`src/rtl/evt_cnt_pkg.sv`:
```
package evt_cnt_pkg;
  localparam int ADDR_W = 2;

  localparam logic [ADDR_W-1:0] A_COUNT  = 2'd0;
  localparam logic [ADDR_W-1:0] A_RELOAD = 2'd1;
  localparam logic [ADDR_W-1:0] A_CTRL   = 2'd2;
  localparam logic [ADDR_W-1:0] A_FLAGS  = 2'd3;

  localparam int N_FLAGS = 2;
  localparam int FLAG_A  = 0;
  localparam int FLAG_B  = 1;

  typedef struct packed {
    logic en_b;      // bit 2
    logic en_a;      // bit 1
    logic fall_sel;  // bit 0
  } ctrl_t;
endpackage

```
`src/rtl/evt_sync_edge.sv`:
```
module evt_sync_edge #(
  parameter int STAGES = 2
) (
  input  logic clk,
  input  logic rst,
  input  logic pin,
  output logic rise,
  output logic fall
);
  localparam int MSB = STAGES - 1;

  logic [STAGES-1:0] sync_q;
  logic              prev_q;

  always_ff @(posedge clk) begin
    if (rst) begin
      sync_q <= '0;
      prev_q <= 1'b0;
    end else begin
      sync_q <= {sync_q[STAGES-2:0], pin};
      prev_q <= sync_q[MSB];
    end
  end

  assign rise = sync_q[MSB] & ~prev_q;
  assign fall = ~sync_q[MSB] & prev_q;
endmodule

```
`src/rtl/evt_down_cnt.sv`:
```
module evt_down_cnt #(
  parameter int W = 16
) (
  input  logic         clk,
  input  logic         rst,
  input  logic         tick,
  input  logic         load,
  input  logic [W-1:0] load_val,
  input  logic [W-1:0] reload_val,
  output logic [W-1:0] count,
  output logic         uflow
);
  logic at_zero;

  assign at_zero = (count == '0);
  assign uflow   = tick & ~load & at_zero;

  always_ff @(posedge clk) begin
    if (rst) begin
      count <= '0;
    end else if (load) begin
      count <= load_val;
    end else if (uflow) begin
      count <= reload_val;
    end else if (tick) begin
      count <= count - W'(1);
    end
  end
endmodule

```
`src/rtl/evt_pend_flag.sv`:
```
module evt_pend_flag (
  input  logic clk,
  input  logic rst,
  input  logic set,
  input  logic clr,
  output logic q
);
  always_ff @(posedge clk) begin
    if (rst)      q <= 1'b0;
    else if (set) q <= 1'b1;
    else if (clr) q <= 1'b0;
  end
endmodule

```
`src/rtl/evt_down_counter.sv`:
```
module evt_down_counter
  import evt_cnt_pkg::*;
#(
  parameter int CNT_W       = 16,
  parameter int SYNC_STAGES = 2
) (
  input  logic              clk,
  input  logic              rst,
  input  logic              wr_en,
  input  logic [1:0]        addr,
  input  logic [CNT_W-1:0]  wdata,
  output logic [CNT_W-1:0]  rdata,
  input  logic              pin_a,
  input  logic              pin_b,
  output logic              irq
);
  localparam int CTRL_W = $bits(ctrl_t);

  ctrl_t              ctrl_q;
  logic [CNT_W-1:0]   reload_q;
  logic [CNT_W-1:0]   count;
  logic               rise_a, fall_a, rise_b, fall_b;
  logic               cnt_tick, cnt_load, uflow;
  logic [N_FLAGS-1:0] set_v, clr_v, pend;

  evt_sync_edge #(.STAGES(SYNC_STAGES)) i_sync_a (
    .clk(clk), .rst(rst), .pin(pin_a), .rise(rise_a), .fall(fall_a)
  );

  evt_sync_edge #(.STAGES(SYNC_STAGES)) i_sync_b (
    .clk(clk), .rst(rst), .pin(pin_b), .rise(rise_b), .fall(fall_b)
  );

  assign cnt_tick = ctrl_q.fall_sel ? fall_a : rise_a;
  assign cnt_load = wr_en && (addr == A_COUNT);

  evt_down_cnt #(.W(CNT_W)) i_cnt (
    .clk(clk), .rst(rst), .tick(cnt_tick), .load(cnt_load),
    .load_val(wdata), .reload_val(reload_q), .count(count), .uflow(uflow)
  );

  // Flag event sources; the falling edge of pin_b has no use.
  assign set_v[FLAG_A] = uflow;
  assign set_v[FLAG_B] = rise_b & ctrl_q.en_b;

  for (genvar i = 0; i < N_FLAGS; i++) begin : g_flag
    assign clr_v[i] = wr_en && (addr == A_FLAGS) && !wdata[i];
    evt_pend_flag i_flag (
      .clk(clk), .rst(rst), .set(set_v[i]), .clr(clr_v[i]), .q(pend[i])
    );
  end

  always_ff @(posedge clk) begin
    if (rst) begin
      ctrl_q   <= '0;
      reload_q <= '0;
    end else if (wr_en) begin
      if (addr == A_RELOAD) reload_q <= wdata;
      if (addr == A_CTRL)   ctrl_q   <= ctrl_t'(wdata[CTRL_W-1:0]);
    end
  end

  always_ff @(posedge clk) begin
    if (rst) begin
      rdata <= '0;
      irq   <= 1'b0;
    end else begin
      irq <= (ctrl_q.en_a & pend[FLAG_A]) | (ctrl_q.en_b & pend[FLAG_B]);
      case (addr)
        A_COUNT:  rdata <= count;
        A_RELOAD: rdata <= reload_q;
        A_CTRL:   rdata <= CNT_W'(ctrl_q);
        default:  rdata <= CNT_W'(pend);
      endcase
    end
  end
endmodule

```
`config.mk`:
```
export PLATFORM = sky130hd
export DESIGN_NAME = evt_down_counter
export DESIGN_NICKNAME = d
export VERILOG_FILES = /design/src/rtl/evt_cnt_pkg.sv /design/src/rtl/evt_sync_edge.sv /design/src/rtl/evt_down_cnt.sv /design/src/rtl/evt_pend_flag.sv /design/src/rtl/evt_down_counter.sv
export SDC_FILE = /design/constraint.sdc
export NUM_CORES = 1
export LEC_CHECK = 0
export BUFFER_PORTS_ARGS = -buffer_cell sky130_fd_sc_hd__buf_2
export CAP_MARGIN = 20
export CORE_UTILIZATION = 47
export DETAILED_ROUTE_END_ITERATION = 10
export PLACE_DENSITY = 0.7
export SYNTH_ARGS = -nofsm -noshare
export SYNTH_HDL_FRONTEND = slang
export SYNTH_SLANG_ARGS = --single-unit
```
`constraint.sdc`:
```
create_clock -name clk -period 1.81 [get_ports clk]
set_input_delay 0.2715 -clock clk [delete_from_list [all_inputs] [get_ports clk]]
set_output_delay 0.2715 -clock clk [all_outputs]
set_load 0.01 [all_outputs]
```
==> run_results.csv <==
group,metric,value,unit
cells_and_area,drive_gt1_frac,0.323,
timing,slew_headroom,0.631,
routing,routed_wl,7.50,mm
synthesis,async_flop_share,0,
worst_setup_path,critPathLaunchType,"flip-flop",
synthesis,synth_edf_count,0,
clock_tree,cts_tree,"built",
timing,tightest_slew,554,ps
cells_and_area,fin_nets,423,
synthesis,ys_ff_latch,60,
global_route,grt_max_degree,29,
routing,top_layer,"met4",
synthesis,syn_area_per_cell,8.75,um^2
place,dp_hpwl,5.31,mm
cells_and_area,design_area,3630,um^2
floorplan,rows,27,
timing,setup_viol,0,
timing,slew_viol_final,0,
timing,grt_setup_unrepaired,"yes",
routing,routedWlPerCell,15.8,um
timing,hold_violations,0,
floorplan,fp.dieW,79.2,um
routing,num_vias,2660,
worst_setup_path,endpoint_kind,"flip-flop",
worst_setup_path,path_class,"flip-flop to flip-flop",
worst_setup_path,required,2030,ps
clock_tree,numCtsBuffers,9,
routing,drc,0,
place,place_ws,-41.2,ps
worst_setup_path,worstReg2RegStart,"i_cnt.count[3]$_SDFFE_PP0P_",
timing,fin_skew,9.12,ps
routing,met1_length,3.46,mm
place,dp.cells,456,
synthesis,synth_seq_area_share,0.429,
routing,wl_met2,3.54,mm
place,gp_routability_congestion,0.912,
floorplan,fp.dieH,79.2,um
global_route,grt_remaining_overflow,0,
power,total_leakage_power,1.51,nW
clock_tree,clk_pin_slew,70,ps
clock_tree,cts-root-buf,"clkbuf_8",
synthesis,synth_most_common_cell,"dfxtp_1",
synthesis,synth_area,2800,um^2
timing,finalWorstSetupSlack,28.7,ps
routing,drtIter0Drc,179,
synthesis,synthFlopType,"dfxtp_1",
clock_tree,htree_levels,3,
synthesis,syn_inst,320,
power,power,0.00358,W
worst_setup_path,startpoint,"i_cnt.count[3]$_SDFFE_PP0P_",
synthesis,synth_largest_area_cell,"dfxtp_1",
place,io_buffer_count,39,
routing,via_per_inst,5.60,
flow_run,cap_violations,0,
floorplan,fp.coreArea,5610,um^2
timing,holdWs,147,ps
synthesis,synth_fp_nets,345,
routing,met3WireLength,396,um
place,placed_area,3350,um^2
global_route,antenna_found_initial,0,
worst_hold_path,hold_class,"primary input to flip-flop",
synthesis,synth_top_cells_by_count,"dfxtp_1 (60), nand2_1 (45), nor2_1 (32), a21oi_1 (24), mux2i_1 (18)",
cells_and_area,diodes,0,
worst_hold_path,min_from,"pin_b",
cells_and_area,layout-area-overhead-vs-synth,29.8,%
clock_tree,hold_buffers,0,
synthesis,ys.warnings.count,0,
global_route,grt_pass1_vias,2511,
worst_setup_path,worstPathArrival,2000,ps
global_route,grt_usage,0.257,
worst_setup_path,timing.critical_path.fanout_max,5,
floorplan,start_util,0.499,
synthesis,yosysTopAreaCellShare,0.429,
floorplan,die-area,6270,um^2
run_status,status,"complete, no violations",
routing,drt_pass1_iterations,4,
power,irDropWorstVdd,0.000600,V
clock_tree,cts_sinks,60,
routing,ant_nets,0,
clock_tree,worstSkewPairLatency,350,ps
synthesis,ys_types,48,
clock_tree,clk_path_buf_depth,2,
timing,fmax,0.561,GHz
power,p_per_area,986,nW/um^2
floorplan,pin_count,40,
timing,min_period_over_period,0.984,
cells_and_area,finalNonFillerCells,475,
timing,layout_min_cycle_time,1780,ps
synthesis,synth_area_leaders,"dfxtp_1 (43%), mux2i_1 (6.4%), nand2_1 (6.0%)",
global_route,grt_pass1_wl,12.2,mm
==> cell usage in the layout (no fill, tap or decap), types with 4 or more instances in the layout <==
cell,count
nand2_1,44
inv_1,4
xor2_1,4
nor4_4,4
o21ai_0,9
dfxtp_1,58
o32ai_1,6
nor2_1,32
buf_2,39
a22oi_1,14
a21oi_1,22
clkbuf_8,11
o22ai_1,5
mux2i_1,18
buf_4,47
nor2b_1,7
nand3_1,6
nor3_1,7
==> timing repair <==
item	in CTS	in global routing
endpoints found under the hold margin	0	0
resized for setup	4	12
cloned	0	0
pin swaps	8	5
setup endpoints to repair	6	13
buffers inserted	2	1
==> critical path: stages, from the launching register on <==
cell and delay, ps:
dfxtp_2 320, or4_4 570, or4_1 490, a22oi_1 190, o22ai_1 80
==> report_power, final <==
group          internal (W)  switching [W]
clock              0.000706       0.000521
combinational      0.000457       0.000480
sequential          0.00138      0.0000390
total               0.00254        0.00104
==> logic make-up (layout without fill, tap and decap cells) <==
| family | Yosys count | count (layout) | share of synthesized area |
|---|---|---|---|
| adders and majority gates | 2 | 2 | 0.00894 |
| AOI/OAI and AO/OA | 78 | 78 | 0.188 |
| muxes | 20 | 20 | 0.0805 |
| buffers and inverters | 26 | 109 | 0.0389 |
| DFF | 60 | 60 | 0.429 |
| and+or+nand+nor | 129 | 129 | 0.239 |
| xor gates and xnor gates | 5 | 5 | 0.0156 |
==> worst paths after layout <==
path         depth (start not counted)                       endpoint  slack [ps]
min reg2reg                          1  i_sync_a.sync_q[1]$_SDFF_PP0_         450
min                                  2  i_sync_b.sync_q[0]$_SDFF_PP0_         150
max reg2reg                          4   i_cnt.count[11]$_SDFFE_PP0P_          30
max                                  4   i_cnt.count[11]$_SDFFE_PP0P_          30
==> registers in the layout, indices dropped and copies added (netlist names) <==
name             cells
i_sync_a.sync_q      2
i_sync_b.prev_q      1
irq                  1
i_cnt.count         16
reload_q            16
i_sync_b.sync_q      2
i_sync_a.prev_q      1
ctrl_q               3
rdata               16
g_flag.i_flag.q      2
==> final cells by class <==
class | count | area (um^2)
Fill cell | 473 | 1970
Multi-Input combinational cell | 234 | 1550
Sequential cell | 60 | 1200
Timing Repair Buffer | 88 | 571
Clock buffer | 12 | 155
Tap cell | 72 | 90.1
Clock inverter | 4 | 47.5
Inverter | 5 | 18.8
==> routing by layer <==
| metal | vias up | GRT usage |
|---|---|---|
| li1 | 1318 | - |
| met1 | 1260 | 0.330 |
| met2 | 71 | 0.411 |
| met3 | 11 | 0.0471 |
| met4 | 0 | 0.127 |
| met5 | - | 0 |
==> through the flow <==
stage	TNS (ps)	utilization
after floorplan	-202	-
after global placement	-17.4	0.597
after detailed placement	-170	0.597
after CTS	-113	0.638
after global routing	-97.5	0.648
final	0	0.648
No activity file was read; power rests on OpenSTA's default activity.
